==> src/rtl/dbm_pkg.sv <==
package dbm_pkg;
  localparam logic [4:0]  OFS_STAT = 5'h00;
  localparam logic [4:0]  OFS_CLR  = 5'h08;
  localparam logic [4:0]  OFS_SET  = 5'h0C;
  localparam int unsigned CH_SHIFT = 5;
  localparam int unsigned ADR_CAP  = 'hF80;
  localparam int unsigned ADR_REQ  = 'hF88;
  localparam int unsigned ADR_RDY  = 'hF8C;
  localparam logic [31:0] SLOT_MASK = 32'h7FFF_FFFF;
  localparam logic [31:0] NS_FLAG   = 32'h8000_0000;
endpackage

==> src/rtl/dbm_chan.sv <==
module dbm_chan #(
  parameter int DW = 32
) (
  input  logic          clk,
  input  logic          rst,
  input  logic          set_en,
  input  logic [DW-1:0] set_data,
  input  logic          clr_en,
  input  logic [DW-1:0] clr_data,
  input  logic          ns_mark,
  output logic [DW-1:0] stat,
  output logic          irq
);
  logic [DW-1:0] stat_q, stat_nxt;
  logic          irq_q;

  always_comb begin
    stat_nxt = stat_q;
    if (clr_en) stat_nxt = stat_nxt & ~clr_data;
    if (set_en) stat_nxt = stat_nxt | {1'b0, set_data[DW-2:0]};
    if (ns_mark) stat_nxt[DW-1] = 1'b1;
  end

  always_ff @(posedge clk) begin
    if (rst) begin
      stat_q <= '0;
      irq_q  <= 1'b0;
    end else begin
      stat_q <= stat_nxt;
      irq_q  <= |stat_nxt[DW-2:0];
    end
  end

  assign stat = stat_q;
  assign irq  = irq_q;

  p_reset_clear_r4: assert property (@(posedge clk) disable iff (rst)
    $fell(rst) |-> (stat_q == '0 && !irq_q));
  p_set_lands_r2: assert property (@(posedge clk) disable iff (rst)
    set_en |=> ((stat_q[DW-2:0] & $past(set_data[DW-2:0])) == $past(set_data[DW-2:0])));
  p_clr_lands_r3: assert property (@(posedge clk) disable iff (rst)
    (clr_en && !set_en && !ns_mark) |=> ((stat_q & $past(clr_data)) == '0));
  p_set_wins_r5: assert property (@(posedge clk) disable iff (rst)
    (clr_en && set_en) |=> ((stat_q[DW-2:0] & $past(set_data[DW-2:0])) == $past(set_data[DW-2:0])));
  p_flag_source_r7: assert property (@(posedge clk) disable iff (rst)
    $rose(stat_q[DW-1]) |-> $past(ns_mark));
  p_irq_source_r6: assert property (@(posedge clk) disable iff (rst)
    $rose(irq_q) |-> $past(set_en));
endmodule

==> src/rtl/dbm_wake.sv <==
module dbm_wake #(
  parameter int WAKE_DLY = 3
) (
  input  logic clk,
  input  logic rst,
  input  logic req_wr,
  input  logic req_val,
  output logic req,
  output logic rdy
);
  localparam int CW = (WAKE_DLY < 2) ? 1 : $clog2(WAKE_DLY);
  localparam logic [CW-1:0] CNT_LAST = CW'(WAKE_DLY - 1);

  logic          req_q, rdy_q;
  logic [CW-1:0] cnt_q;

  always_ff @(posedge clk) begin
    if (rst) begin
      req_q <= 1'b0;
      rdy_q <= 1'b0;
      cnt_q <= '0;
    end else begin
      if (req_wr) req_q <= req_val;
      if (!req_q) begin
        rdy_q <= 1'b0;
        cnt_q <= '0;
      end else if (!rdy_q) begin
        if (cnt_q == CNT_LAST) rdy_q <= 1'b1;
        else cnt_q <= cnt_q + 1'b1;
      end
    end
  end

  assign req = req_q;
  assign rdy = rdy_q;

  p_rdy_needs_req_r9: assert property (@(posedge clk) disable iff (rst)
    $rose(rdy_q) |-> $past(req_q));
  p_rdy_drops_r9: assert property (@(posedge clk) disable iff (rst)
    $fell(req_q) |=> !rdy_q);
  p_req_follows_write_r8: assert property (@(posedge clk) disable iff (rst)
    req_wr |=> (req_q == $past(req_val)));
endmodule

==> src/rtl/dbm_win.sv <==
module dbm_win
  import dbm_pkg::*;
#(
  parameter int NCH       = 4,
  parameter int AW        = 12,
  parameter int DW        = 32,
  parameter bit IS_SENDER = 1'b1
) (
  input  logic                   clk,
  input  logic                   rst,
  input  logic                   sel,
  input  logic                   wr,
  input  logic                   ns,
  input  logic [AW-1:0]          addr,
  input  logic [DW-1:0]          wdata,
  input  logic [NCH-1:0][DW-1:0] stat_all,
  input  logic                   req_in,
  input  logic                   rdy_in,
  output logic [NCH-1:0]         act_vec,
  output logic [NCH-1:0]         ns_vec,
  output logic [DW-1:0]          act_data,
  output logic                   req_wr,
  output logic                   req_val,
  output logic [DW-1:0]          rdata
);
  localparam int            CHW    = (NCH < 2) ? 1 : $clog2(NCH);
  localparam logic [AW-1:0] CH_END = AW'(NCH << CH_SHIFT);
  localparam logic [AW-1:0] A_CAP  = AW'(ADR_CAP);
  localparam logic [AW-1:0] A_REQ  = AW'(ADR_REQ);
  localparam logic [AW-1:0] A_RDY  = AW'(ADR_RDY);
  localparam logic [4:0]    OFS_ACT = IS_SENDER ? OFS_SET : OFS_CLR;

  logic           in_ch;
  logic [CHW-1:0] ch_idx;
  logic [4:0]     ofs;
  logic           sec_wr, ns_wr, sec_rd;
  logic [DW-1:0]  rd_nxt, rdata_q;

  assign in_ch  = (addr < CH_END);
  assign ch_idx = addr[CH_SHIFT +: CHW];
  assign ofs    = addr[4:0];
  assign sec_wr = sel && wr && !ns;
  assign ns_wr  = sel && wr && ns;
  assign sec_rd = sel && !wr && !ns;
  assign act_data = wdata;

  for (genvar g = 0; g < NCH; g++) begin : g_dec
    assign act_vec[g] = sec_wr && in_ch && (ch_idx == CHW'(g)) && (ofs == OFS_ACT);
    assign ns_vec[g]  = ns_wr && in_ch && (ch_idx == CHW'(g));
  end

  if (IS_SENDER) begin : g_snd
    assign req_wr  = sec_wr && (addr == A_REQ);
    assign req_val = wdata[0];
  end else begin : g_rcv
    assign req_wr  = 1'b0;
    assign req_val = 1'b0;
  end

  always_comb begin
    rd_nxt = '0;
    if (sec_rd) begin
      if (in_ch) begin
        if (ofs == OFS_STAT) rd_nxt = stat_all[ch_idx];
      end else if (addr == A_CAP) begin
        rd_nxt = DW'(NCH);
      end else if (IS_SENDER && addr == A_REQ) begin
        rd_nxt = {{(DW-1){1'b0}}, req_in};
      end else if (IS_SENDER && addr == A_RDY) begin
        rd_nxt = {{(DW-1){1'b0}}, rdy_in};
      end
    end
  end

  always_ff @(posedge clk) begin
    if (rst) rdata_q <= '0;
    else     rdata_q <= rd_nxt;
  end

  assign rdata = rdata_q;

  p_ns_read_zero_r7: assert property (@(posedge clk) disable iff (rst)
    (sel && ns) |=> (rdata_q == '0));
  p_one_target_r1: assert property (@(posedge clk) disable iff (rst)
    $onehot0({act_vec, ns_vec}));
endmodule

==> src/rtl/dbm_top.sv <==
module dbm_top #(
  parameter int NCH      = 4,
  parameter int AW       = 12,
  parameter int DW       = 32,
  parameter int WAKE_DLY = 3
) (
  input  logic           clk,
  input  logic           rst,
  input  logic           snd_sel,
  input  logic           snd_wr,
  input  logic           snd_ns,
  input  logic [AW-1:0]  snd_addr,
  input  logic [DW-1:0]  snd_wdata,
  output logic [DW-1:0]  snd_rdata,
  input  logic           rcv_sel,
  input  logic           rcv_wr,
  input  logic           rcv_ns,
  input  logic [AW-1:0]  rcv_addr,
  input  logic [DW-1:0]  rcv_wdata,
  output logic [DW-1:0]  rcv_rdata,
  output logic [NCH-1:0] rcv_irq,
  output logic           wake_req
);
  logic [NCH-1:0][DW-1:0] stat_all;
  logic [NCH-1:0]         set_vec, clr_vec, s_ns_vec, r_ns_vec;
  logic [DW-1:0]          set_data, clr_data;
  logic                   req_wr, req_val, r_req_wr, r_req_val;
  logic                   req_q, rdy_q;

  dbm_win #(.NCH(NCH), .AW(AW), .DW(DW), .IS_SENDER(1'b1)) u_snd_win (
    .clk(clk), .rst(rst), .sel(snd_sel), .wr(snd_wr), .ns(snd_ns),
    .addr(snd_addr), .wdata(snd_wdata), .stat_all(stat_all),
    .req_in(req_q), .rdy_in(rdy_q), .act_vec(set_vec), .ns_vec(s_ns_vec),
    .act_data(set_data), .req_wr(req_wr), .req_val(req_val), .rdata(snd_rdata)
  );

  dbm_win #(.NCH(NCH), .AW(AW), .DW(DW), .IS_SENDER(1'b0)) u_rcv_win (
    .clk(clk), .rst(rst), .sel(rcv_sel), .wr(rcv_wr), .ns(rcv_ns),
    .addr(rcv_addr), .wdata(rcv_wdata), .stat_all(stat_all),
    .req_in(1'b0), .rdy_in(1'b0), .act_vec(clr_vec), .ns_vec(r_ns_vec),
    .act_data(clr_data), .req_wr(r_req_wr), .req_val(r_req_val), .rdata(rcv_rdata)
  );

  for (genvar c = 0; c < NCH; c++) begin : g_ch
    dbm_chan #(.DW(DW)) u_chan (
      .clk(clk), .rst(rst),
      .set_en(set_vec[c]), .set_data(set_data),
      .clr_en(clr_vec[c]), .clr_data(clr_data),
      .ns_mark(s_ns_vec[c] | r_ns_vec[c]),
      .stat(stat_all[c]), .irq(rcv_irq[c])
    );
  end

  dbm_wake #(.WAKE_DLY(WAKE_DLY)) u_wake (
    .clk(clk), .rst(rst), .req_wr(req_wr), .req_val(req_val),
    .req(req_q), .rdy(rdy_q)
  );

  assign wake_req = req_q;

  p_rcv_no_req_r8: assert property (@(posedge clk) disable iff (rst)
    !(r_req_wr || r_req_val));
endmodule

==> config.mk <==
export PLATFORM = sky130hd
export DESIGN_NAME = dbm_top
export DESIGN_NICKNAME = d
export VERILOG_FILES = /design/src/rtl/dbm_pkg.sv /design/src/rtl/dbm_chan.sv /design/src/rtl/dbm_wake.sv /design/src/rtl/dbm_win.sv /design/src/rtl/dbm_top.sv
export SDC_FILE = /design/constraint.sdc
export NUM_CORES = 1
export LEC_CHECK = 0
export BUFFER_PORTS_ARGS = -buffer_cell sky130_fd_sc_hd__buf_2
export CELL_PAD_IN_SITES_DETAIL_PLACEMENT = 1
export CELL_PAD_IN_SITES_GLOBAL_PLACEMENT = 1
export CORE_ASPECT_RATIO = 1.25
export CORE_MARGIN = 4
export CORE_UTILIZATION = 35
export DETAILED_ROUTE_END_ITERATION = 8
export PLACE_DENSITY = 0.72
export SLEW_MARGIN = 20
export SYNTH_ARGS = -nofsm -noshare
export SYNTH_HDL_FRONTEND = slang
export SYNTH_SLANG_ARGS = --single-unit
==> constraint.sdc <==
create_clock -name clk -period 4.2 [get_ports clk]
set_input_delay 0.42 -clock clk [delete_from_list [all_inputs] [get_ports clk]]
set_output_delay 0.42 -clock clk [all_outputs]
set_load 0.05 [all_outputs]
==> flow_summary.toml <==
[clock_network]
clk_pin_slew_ns = 0.08
ctsHoldBuffers = 0
cts_inserted_buffers = 17
cts_tree = "done"
post-cts-setup-buffers = 0
cts.sinks = 200
cts_buffer_depth = 2
root_buffer = "clkbuf_16"
post_cts_resized = 0
htree_levels = 4
worstSkewPairLatency_ns = 0.45

[placement]
dp_hpwl_um = 22600
port_buffers = 163
gp_congestion = 0.868

[sta]
worstMarginPinSlew_ns = 1.02
fin_crit_sh_pct = 68.4
finalCriticalPeriod_ns = 2.87
maxSlewViolCount = 0
slew_headroom_pct = 31.7
finalSetupTns_ns = 0
hold_viol_final = 0
setup_viol = 0
finClkSkew_ns = 0.0109
rsz0062_at_grt = "no"
max_freq_mhz = 348

[synth]
seq_area_frac_synth_pct = 44.3
syn_avg_cell_area_um2 = 10.1
syn_area_mm2 = 0.00904
yosys_warnings = 0
synth_seq_cells = 200
syn_inst = 892
async_flop_share_pct = 0
synth_top_flop_cell = "dfxtp_1"
synth_cell_types = 40
synth_edf_count = 0
syn-num-nets = 989

[min_path]
min_to = "u_rcv_win.rdata[2]"
hp-class = "input port to flop"
hold_start = "rcv_addr[10]"
hold_depth = 3

[setup_path]
reg2reg_slack_ns = 2.55
critical_path_class = "input port to flop"
cp_max_fo = 32
ff2ff_path_depth = 4
crit_start = "rcv_addr[6]"
reg2reg_from = "g_ch[0].u_chan.stat[26]"
endpoint_kind = "flop"
worstPathArrival_ns = 3.16
crit_path_start_kind = "input port"
crit_required_ns = 4.49
r2r-end = "g_ch[0].u_chan.irq"

[finish]
layout-drive-gt1-share_pct = 31.2
syn2layout_area_growth_pct = 18.5
final_nets = 1122

[drt]
detail-route-antenna-nets = 0
drtIter0Drc = 632
via_per_inst = 5.74
via_count = 7887
drc_errors = 0
wire_per_inst_um = 23.7
postRouteWirelength_um = 32500
firstDrtPassIters = 5

[grt]
grt_pass1_vias = 8359
grt_pass1_wl_um = 49900
gr-usage-all-layers_pct = 23.1
grt_start_max_net_pins = 70
antenna_found_initial = 5
grt_remaining_overflow = 0

[power_and_ir_drop]
leakagePower_uw = 0.00410
power.density_mw_per_mm2 = 345
finalPower_uw = 3700
max-vdd-ir-drop_mv = 0.242

[run]
maxCapViolCount = 0

[floorplan]
die_y_um = 188
design.core.area_mm2 = 0.0254
ioPinCount = 165
start_util_pct = 35.6
rows = 65
dieArea_mm2 = 0.0285
die_w_um = 152

[outcome]
status = "finished clean"
## metal layers
metal	up-vias	share of wire [%]	wire length (um)	track usage [%]
li1	3560	-	-	-
met5	-	0.14	47	0
met2	264	49	16000	38.1
met3	76	5.4	1770	3.77
met4	8	3.7	1200	9.85
met1	3979	42	13500	29.7
## critical path: stages
cell	delay, ns
buf_2	0.29
or4b_1	0.62
nor4_4	0.29
buf_12	0.27
nand2_1	0.08
a22oi_1	0.29
nand4_1	0.20
nor4_1	0.50
a21oi_1	0.16
## metrics by stage
step                      instance area [um2]  util [%]  std cells  setup WS [ns]  hold WS (ns)
after global placement                  10200      40.0       1341          0.968         0.459
after global routing                    10700      42.2       1374           1.21         0.267
after floorplan                          9040         -        892           1.89         0.443
after detailed placement                10200      40.0       1341          0.929         0.494
after CTS                               10700      42.2       1373           1.41         0.228
final                                   10700      42.2       1374           1.33         0.251
## area by class of cell
| type | instances | area [um2] |
|---|---|---|
| Inverter | 2 | 7.51 |
| Multi-Input combinational cell | 621 | 4700 |
| Antenna cell | 1 | 2.50 |
| Clock buffer | 17 | 425 |
| Timing Repair Buffer | 183 | 1020 |
| Sequential cell | 200 | 4000 |
| Clock inverter | 15 | 138 |
| Tap cell | 335 | 419 |
| Fill cell | 2900 | 14700 |
## logic make-up (layout without fill, tap and decap cells)
group	count (synthesis)	in the layout	share of synthesized area [%]
AO/OA/AOI/OAI	139	139	13.1
adder cells (fa/ha/maj)	1	1	0.138
buffers and inverters	71	217	4.07
multiplexers	66	66	16.2
AND/OR/NAND/NOR	414	414	22.2
other	0	1	0
flip-flops	200	200	44.3
XOR/XNOR	1	1	0.0968
## state kept, by name, indices dropped and copies added, names as in the netlist
signal / count
g_ch.u_chan.irq: 4
g_ch.u_chan.stat: 128
u_rcv_win.rdata: 32
u_snd_win.rdata: 32
u_wake.cnt_q: 2
u_wake.rdy: 1
u_wake.req: 1
## how the worst max path moves through the flow
stage / to / slack, ns / depth (start not counted)
2_1_floorplan: g_ch[2].u_chan.irq / 1.89 / 9
3_3_place_gp: g_ch[0].u_chan.irq / 0.97 / 9
3_5_place_dp: g_ch[0].u_chan.irq / 0.93 / 9
4_1_cts: g_ch[0].u_chan.irq / 1.41 / 9
5_1_grt: g_ch[0].u_chan.irq / 1.21 / 9
6_report: g_ch[0].u_chan.irq / 1.33 / 9
## cells in the final DEF (no fill, tap or decap), types with 2 or more instances in the layout
cell type     n
buf_2       161
buf_4        18
nand3_1       8
nor2b_1      32
nor3b_2       2
clkinv_4      3
nor2_1      135
inv_6         3
nor4b_1       2
inv_1         2
mux2i_1       2
dfxtp_1     200
a22oi_2      32
mux4_2       64
nor4_1        9
nor4_4        4
nand4b_1      2
nand2_1     134
clkbuf_16    17
a32oi_1       2
nand4_1      33
nor3_1        6
a22oi_1      92
or4_1         2
or4b_1        3
inv_8         3
buf_12        4
a21oi_1       9
nor3_2        3
clkinvlp_4    4
and3_1       31
## power breakdown
part / switching [uW] / internal [uW]
clock network: 822 / 782
registers: 0.111 / 1890
logic: 130 / 69.0
total: 952 / 2750
## cells in the mapped netlist (3+ instances only)
cell	n	area share (%)
and3_1	31	2.1
nor3_1	9	0.50
nor4_4	4	0.94
nor4_1	9	0.62
a21oi_1	9	0.50
or4b_1	3	0.33
mux4_2	64	16
buf_2	6	0.33
buf_6	9	1.1
a22oi_1	92	7.6
clkbuf_1	38	1.6
dfxtp_1	200	44
nor2b_1	32	2.2
nor2_1	136	5.6
buf_1	9	0.37
nand3_1	8	0.44
nand4_1	33	2.3
nand2_1	134	5.6
a22oi_2	32	4.4
buf_4	7	0.58
Power figures use the tool's default switching activity.
